### src/rtl/pm_pkg.sv
package pm_pkg;
    localparam logic [5:0]  OFS_STS   = 6'h00;
    localparam logic [5:0]  OFS_EN    = 6'h02;
    localparam logic [5:0]  OFS_CTL   = 6'h04;
    localparam logic [5:0]  OFS_TMR   = 6'h08;
    localparam logic [15:0] SCI_MASK  = 16'h0521;
    localparam int          STS_TMR   = 0;
    localparam int          STS_BTN   = 8;
    localparam int          STS_WAKE  = 15;
    localparam int          CTL_SCIEN = 0;
    localparam int          CTL_GO    = 13;
    localparam int          CTL_TYPLO = 10;
    localparam logic [7:0]  CMD_ON    = 8'hF1;
    localparam logic [7:0]  CMD_OFF   = 8'hF0;

    typedef enum logic [1:0] {
        SLP_RUN  = 2'd0,
        SLP_OFF  = 2'd1,
        SLP_SUSP = 2'd2
    } slp_state_t;
endpackage

### src/rtl/pm_timer.sv
module pm_timer #(
    parameter int TMR_W     = 24,
    parameter int OVF_SHIFT = 23
) (
    input  logic             clk,
    input  logic             rst_n,
    input  logic             tick_en,
    output logic [TMR_W-1:0] count_o,
    output logic             cross_o
);
    logic [TMR_W-1:0] count_q;

    always_ff @(posedge clk or negedge rst_n) begin
        if (!rst_n)       count_q <= '0;
        else if (tick_en) count_q <= count_q + 1'b1;
    end

    assign count_o = count_q;
    assign cross_o = tick_en & (&count_q[OVF_SHIFT-1:0]);

    AST_TMR_STEP: assert property (@(posedge clk) disable iff (!rst_n)
        tick_en |=> count_q == TMR_W'($past(count_q) + 1'b1));
    AST_TMR_HOLD: assert property (@(posedge clk) disable iff (!rst_n)
        !tick_en |=> $stable(count_q));
endmodule

### src/rtl/pm_sleep_fsm.sv
module pm_sleep_fsm
    import pm_pkg::*;
(
    input  logic       clk,
    input  logic       rst_n,
    input  logic       go_i,
    input  logic [2:0] typ_i,
    output logic       sleep_req_o,
    output logic [2:0] sleep_type_o
);
    slp_state_t state_q, state_d;

    always_comb begin
        state_d = SLP_RUN;
        if (go_i) begin
            unique case (typ_i)
                3'd0:    state_d = SLP_OFF;
                3'd1:    state_d = SLP_SUSP;
                default: state_d = SLP_RUN;
            endcase
        end
    end

    always_ff @(posedge clk or negedge rst_n) begin
        if (!rst_n) state_q <= SLP_RUN;
        else        state_q <= state_d;
    end

    always_comb begin
        unique case (state_q)
            SLP_OFF:  begin sleep_req_o = 1'b1; sleep_type_o = 3'd0; end
            SLP_SUSP: begin sleep_req_o = 1'b1; sleep_type_o = 3'd1; end
            default:  begin sleep_req_o = 1'b0; sleep_type_o = 3'd0; end
        endcase
    end

    AST_SLP_ONE_CYCLE: assert property (@(posedge clk) disable iff (!rst_n)
        (sleep_req_o && !go_i) |=> !sleep_req_o);
    AST_SLP_IGNORED: assert property (@(posedge clk) disable iff (!rst_n)
        (go_i && typ_i > 3'd1) |=> !sleep_req_o);
endmodule

### src/rtl/pm_apm_port.sv
module pm_apm_port
    import pm_pkg::*;
(
    input  logic       clk,
    input  logic       rst_n,
    input  logic       wr_i,
    input  logic       sel_i,
    input  logic [7:0] wdata_i,
    input  logic       smi_cfg_i,
    output logic [7:0] rdata_o,
    output logic       sci_on_o,
    output logic       sci_off_o,
    output logic       smi_o
);
    logic [7:0] cmd_q, aux_q;
    logic       smi_q;
    logic       cmd_wr;

    assign cmd_wr = wr_i & ~sel_i;

    always_ff @(posedge clk or negedge rst_n) begin
        if (!rst_n) begin
            cmd_q <= '0;
            aux_q <= '0;
            smi_q <= 1'b0;
        end else begin
            if (cmd_wr)          cmd_q <= wdata_i;
            if (wr_i && sel_i)   aux_q <= wdata_i;
            smi_q <= cmd_wr & smi_cfg_i;
        end
    end

    assign rdata_o   = sel_i ? aux_q : cmd_q;
    assign sci_on_o  = cmd_wr && (wdata_i == CMD_ON);
    assign sci_off_o = cmd_wr && (wdata_i == CMD_OFF);
    assign smi_o     = smi_q;

    AST_SMI_PULSE: assert property (@(posedge clk) disable iff (!rst_n)
        (cmd_wr && smi_cfg_i) |=> smi_o);
    AST_SMI_QUIET: assert property (@(posedge clk) disable iff (!rst_n)
        !(cmd_wr && smi_cfg_i) |=> !smi_o);
endmodule

### src/rtl/pm_event_regs.sv
module pm_event_regs
    import pm_pkg::*;
#(
    parameter int OVF_SHIFT = 23
) (
    input  logic        clk,
    input  logic        rst_n,
    input  logic        tick_en,
    input  logic        pwr_btn,
    input  logic        smi_cfg_en,
    input  logic        reg_wr,
    input  logic [5:0]  reg_addr,
    input  logic [15:0] reg_wdata,
    output logic [31:0] reg_rdata,
    input  logic        apm_wr,
    input  logic        apm_sel,
    input  logic [7:0]  apm_wdata,
    output logic [7:0]  apm_rdata,
    output logic        sci,
    output logic        smi,
    output logic        sleep_req,
    output logic [2:0]  sleep_type
);
    localparam int TMR_W = 24;
    localparam int REG_W = 16;

    logic [REG_W-1:0] sts_q, en_q, ctl_q;
    logic [REG_W-1:0] sts_d, ctl_d, sts_set, sts_clr;
    logic [TMR_W-1:0] tmr;
    logic             tmr_cross, sci_on, sci_off;
    logic             wr_sts, wr_en, wr_ctl, go;
    logic [2:0]       go_typ;

    pm_timer #(.TMR_W(TMR_W), .OVF_SHIFT(OVF_SHIFT)) i_timer (
        .clk(clk), .rst_n(rst_n), .tick_en(tick_en),
        .count_o(tmr), .cross_o(tmr_cross)
    );

    pm_apm_port i_apm (
        .clk(clk), .rst_n(rst_n), .wr_i(apm_wr), .sel_i(apm_sel),
        .wdata_i(apm_wdata), .smi_cfg_i(smi_cfg_en), .rdata_o(apm_rdata),
        .sci_on_o(sci_on), .sci_off_o(sci_off), .smi_o(smi)
    );

    assign wr_sts = reg_wr && (reg_addr == OFS_STS);
    assign wr_en  = reg_wr && (reg_addr == OFS_EN);
    assign wr_ctl = reg_wr && (reg_addr == OFS_CTL);
    assign go     = wr_ctl && reg_wdata[CTL_GO];
    assign go_typ = reg_wdata[CTL_TYPLO +: 3];

    pm_sleep_fsm i_sleep (
        .clk(clk), .rst_n(rst_n), .go_i(go), .typ_i(go_typ),
        .sleep_req_o(sleep_req), .sleep_type_o(sleep_type)
    );

    always_comb begin
        sts_set = '0;
        sts_set[STS_TMR] = tmr_cross;
        sts_set[STS_BTN] = pwr_btn & en_q[STS_BTN];
        if (go && go_typ == 3'd1) begin
            sts_set[STS_WAKE] = 1'b1;
            sts_set[STS_BTN]  = 1'b1;
        end
        sts_clr = wr_sts ? reg_wdata : '0;
        sts_d   = (sts_q & ~sts_clr) | sts_set;
    end

    always_comb begin
        ctl_d = ctl_q;
        if (wr_ctl) begin
            ctl_d         = reg_wdata;
            ctl_d[CTL_GO] = 1'b0;
        end
        if (sci_on)  ctl_d[CTL_SCIEN] = 1'b1;
        if (sci_off) ctl_d[CTL_SCIEN] = 1'b0;
    end

    always_ff @(posedge clk or negedge rst_n) begin
        if (!rst_n) begin
            sts_q <= '0;
            en_q  <= '0;
            ctl_q <= '0;
        end else begin
            sts_q <= sts_d;
            ctl_q <= ctl_d;
            if (wr_en) en_q <= reg_wdata;
        end
    end

    always_comb begin
        unique case (reg_addr)
            OFS_STS: reg_rdata = {16'h0, sts_q};
            OFS_EN:  reg_rdata = {16'h0, en_q};
            OFS_CTL: reg_rdata = {16'h0, ctl_q};
            OFS_TMR: reg_rdata = {8'h0, tmr};
            default: reg_rdata = '0;
        endcase
    end

    assign sci = |(sts_q & en_q & SCI_MASK);

    AST_OVF_SET: assert property (@(posedge clk) disable iff (!rst_n)
        tmr_cross |=> sts_q[STS_TMR]);
    AST_EN_HOLD: assert property (@(posedge clk) disable iff (!rst_n)
        !wr_en |=> $stable(en_q));
    AST_SCIEN_ON: assert property (@(posedge clk) disable iff (!rst_n)
        sci_on |=> ctl_q[CTL_SCIEN]);
    AST_SCIEN_OFF: assert property (@(posedge clk) disable iff (!rst_n)
        sci_off |=> !ctl_q[CTL_SCIEN]);
    AST_GO_NOT_KEPT: assert property (@(posedge clk) disable iff (!rst_n)
        wr_ctl |=> !ctl_q[CTL_GO]);
endmodule

### config.mk
export PLATFORM = sky130hd
export DESIGN_NAME = pm_event_regs
export DESIGN_NICKNAME = d
export VERILOG_FILES = /design/src/rtl/pm_pkg.sv /design/src/rtl/pm_timer.sv /design/src/rtl/pm_sleep_fsm.sv /design/src/rtl/pm_apm_port.sv /design/src/rtl/pm_event_regs.sv
export SDC_FILE = /design/constraint.sdc
export NUM_CORES = 1
export LEC_CHECK = 0
export BUFFER_PORTS_ARGS = -buffer_cell sky130_fd_sc_hd__buf_4
export CORE_MARGIN = 2
export CORE_UTILIZATION = 39
export DETAILED_ROUTE_END_ITERATION = 16
export RECOVER_POWER = 100
export SETUP_SLACK_MARGIN = 0.02
export SYNTH_ARGS = -nofsm -noshare
export SYNTH_HDL_FRONTEND = slang
export SYNTH_HIERARCHICAL = 1
export SYNTH_SLANG_ARGS = --single-unit
export TNS_END_PERCENT = 30
### constraint.sdc
create_clock -name clk -period 2.25 [get_ports clk]
set_clock_uncertainty 0.2 [all_clocks]
set_input_delay 0.225 -clock clk [delete_from_list [all_inputs] [get_ports clk]]
set_output_delay 0.225 -clock clk [all_outputs]
set_load 0.02 [all_outputs]
==> impl_metrics.ini <==
[status]
status = finished clean

[placed_design]
globalplace.congestion = 0.830
hpwlAfterDp_mm = 7.34
pre_cts_ws_ns = 0.267
io_buffers = 73
place_inst = 596

[job]
maxCapViolCount = 0

[sta]
setup_repair_after_global_routing_missed_its_margin = no
timing.setup.tns_ns = 0
hold_violations = 0
max_clock_freq_mhz = 481
worst-slew-pin-transition_ns = 1.25
post-route-worst-setup-slack_ns = 0.172
setup_violations = 0
min_period_ns = 2.08
pins_over_their_slew_limit = 0
worst_slew_margin_rel_pct = 17.0
fin_crit_sh_pct = 92.4

[clock_tree]
clock-sinks = 90
clockRootBuffer = sky130_fd_sc_hd__clkbuf_16
htree_levels = 3
post-cts-setup-buffer-count = 0
clkLatencyLatePin_ns = 0.34
max-clock-path-buffers = 2
clock_tree_from_tritoncts = done
number_of_buffers_created_by_cts = 9
clk_pin_slew_ns = 0.06

[layout]
diode_insertion_count_for_antenna_repair = 0
area.growth.synth_to_final_pct = 26.5
layout-drive-gt1-share_pct = 25.3
instances_no_fill = 641
filler_cell_count = 1006
area_taken_by_multi_input_logic_gates_um2 = 1960
layout.nets = 536
regArea_um2 = 2250

[synth]
netlist.top_cell.by_area = sky130_fd_sc_hd__dfrtp_1
post_synth_num_cell_types = 45
area_share_of_the_leading_cell_type_in_the_synthesized_netlist_pct = 51.3
asyncSetResetFlopFracSynth_pct = 100
synth_commonest_cells = 90 x sky130_fd_sc_hd__dfrtp_1, 73 x sky130_fd_sc_hd__nand3_1, 45 x sky130_fd_sc_hd__mux2_2
synthesis.instances = 388
synth_top_family_by_area = simple AND/OR/NAND/NOR gates
synth.area.top_cells = sky130_fd_sc_hd__dfrtp_1 51%, sky130_fd_sc_hd__mux2_2 12%, sky130_fd_sc_hd__nand3_1 8.3%
synthMostInstantiatedCell = sky130_fd_sc_hd__dfrtp_1
synth_simple_gate_area_share_pct = 21.0
synth.ff_latch_count = 90
post_synth_fa_ha_maj_area_fraction_pct = 0.569
yosys_most_used_dff = sky130_fd_sc_hd__dfrtp_1
synth_compound_gate_area_share_pct = 3.82
ys_seq_area_share_pct = 51.3
synthMuxAreaShare_pct = 14.1
synth-xor-area-share_pct = 4.58
post_synth.cell_area_avg_um2 = 11.3
synth_enable_flop_cells = 0
synth_warnings = 6
syn-cell-area_um2 = 4390

[pwr]
power.net_switching_mw = 1.05
sw_frac_of_total_pct = 25.3
power.clock.fraction_pct = 38.9
sequentialPowerShare_pct = 47.3
power.ir.vdd_worst_v = 0.000370
internal_power_mw = 3.08
gate_power_share_pct = 13.8
cell_pwr_density_nw_per_um2 = 743
power.leakage_nw = 2.54

[die]
core.rowCount = 38
core-area_um2 = 10900
initial_utilization_pct = 40.2
floorplan.die.width_um = 110
die_area_um2 = 12100
die-height_um = 110
number_of_top_level_pins = 84

[worst_setup_path]
critPathRequiredTime_ns = 1.82
arrival_ns = 1.65
criticalPathCategory = primary input to output pin
timing.critical_path.fanout_max = 24
critPathCaptureType = output pin
critPathLaunchType = primary input

[detailed_routing]
drt_first_iter_violations = 148
post-route-drc-count = 0
via_count = 3377
routed_wl_per_cell_um = 16.8
postRouteWirelength_mm = 10.7
route.detailed.vias_per_inst = 5.27
detailedRoute.firstPassIterationCount = 4
route.antenna.remaining_nets = 0

[grt]
antenna_found_initial = 0
wire_length_of_the_first_global_routing_pass_mm = 17.4
grt_use_total_pct = 19.0
grt_max_degree = 49
first_global_vias = 3469
globalRouteOverflowTotal = 0

[worst_hold_path]
hold_class = primary input to flip-flop
## state kept, by name (all words and copies together) (netlist names)
register	count
i_sleep/state_q	2
en_q	16
i_apm/cmd_q	8
i_apm/aux_q	8
i_timer/count_o	24
ctl_q	15
sts_q	16
i_apm/smi_o	1
## path summary, 6_finish.rpt
path	end	depth (start not counted)	from	slack, ns
max	reg_rdata[6]	6	reg_addr[1]	0.17
min	ctl_q[0]	3	reg_wr	0.03
min reg2reg	i_timer/count_o[23]	1	i_timer/count_o[23]	0.28
max reg2reg	i_timer/count_o[23]	4	i_timer/count_o[5]	0.20
min in group asynchronous	ctl_q[4]	2	rst_n	0.49
max in group asynchronous	en_q[2]	3	rst_n	0.51
## repair_timing
| item | 4_1_cts | 5_1_grt |
|---|---|---|
| endpoints found under the setup margin | 0 | 2 |
| endpoints found under the hold margin | 112 | 0 |
| hold buffers | 29 | 0 |
| gates resized for setup | 0 | 1 |
## per-stage QoR
step,util [%],total power [mW],hold WS [ns],instance area [µm²]
2_1_floorplan,-,2.30,-0.271,4420
3_3_place_gp,46.9,2.53,0.0952,5130
3_5_place_dp,46.9,2.55,0.101,5130
4_1_cts,52.5,4.21,0.0257,5740
5_1_grt,50.8,4.33,0.0468,5560
6_report,50.8,4.13,0.0261,5560
## per-layer routing
metal / part of all wire [%] / vias up / global-route usage [%]
li1: - / 1619 / -
met1: 46 / 1643 / 26.2
met2: 47 / 100 / 28.9
met3: 5.0 / 15 / 4.29
met4: 2.1 / 0 / 7.68
met5: 0 / - / 0
## power groups by stage
| stage | Clock (mW) | Sequential, mW | Combinational, mW |
|---|---|---|---|
| after floorplan | 0 | 1.94 | 0.359 |
| after global placement | 0 | 1.97 | 0.561 |
| after detailed placement | 0 | 1.98 | 0.573 |
| after CTS | 1.64 | 1.95 | 0.613 |
| after global routing | 1.70 | 1.98 | 0.640 |
| final | 1.61 | 1.95 | 0.571 |
## area by class of cell
cell class,count,share of cell area [%]
Timing Repair Buffer,118,14.8
Tap cell,140,3.15
Clock buffer,11,4.37
Multi-Input combinational cell,269,35.2
Inverter,8,0.540
Sequential cell,90,40.5
Clock inverter,5,1.40
## critical path, stage by stage
cell and delay, ns:
sky130_fd_sc_hd__buf_4 0.14, sky130_fd_sc_hd__nor4_2 0.28, sky130_fd_sc_hd__clkbuf_2 0.45, sky130_fd_sc_hd__nand3_1 0.19, sky130_fd_sc_hd__nand4_1 0.12, sky130_fd_sc_hd__clkbuf_1 0.23
## kinds of logic (layout without fill, tap and decap cells)
| group | count (synthesis) | count (layout) |
|---|---|---|
| buf+inv | 37 | 142 |
| xor+xnor | 23 | 23 |
| other cells | 2 | 10 |
| fa+ha+maj | 2 | 2 |
| flops | 90 | 90 |
| simple gates | 157 | 157 |
| mux | 55 | 55 |
| compound gates | 22 | 22 |
## cells in the final DEF, fill, tap and decap left out, types with 3 or more instances in the layout
cell type                       Yosys  routed
sky130_fd_sc_hd__nor3_1             4       4
sky130_fd_sc_hd__a21boi_0          13      13
sky130_fd_sc_hd__nor2b_1            3       3
sky130_fd_sc_hd__and3_1            10      10
sky130_fd_sc_hd__xnor2_1           14      14
sky130_fd_sc_hd__clkbuf_16          0       9
sky130_fd_sc_hd__xor2_1             9       9
sky130_fd_sc_hd__nor2_1             8       8
sky130_fd_sc_hd__nand4_1           25      26
sky130_fd_sc_hd__clkbuf_2           0      14
sky130_fd_sc_hd__mux2_1            10      11
sky130_fd_sc_hd__nand2_1           10      10
sky130_fd_sc_hd__inv_1              8       8
sky130_fd_sc_hd__buf_4             14      38
sky130_fd_sc_hd__nand3_1           73      73
sky130_fd_sc_hd__mux2_2            45      44
sky130_fd_sc_hd__clkbuf_1          13      34
sky130_fd_sc_hd__conb_1             2      10
sky130_fd_sc_hd__nor4_1             6       5
sky130_fd_sc_hd__nor4_2             1       3
sky130_fd_sc_hd__dlygate4sd3_1      0      29
sky130_fd_sc_hd__dfrtp_1           90      90
No activity file was read; power rests on OpenSTA's default activity.
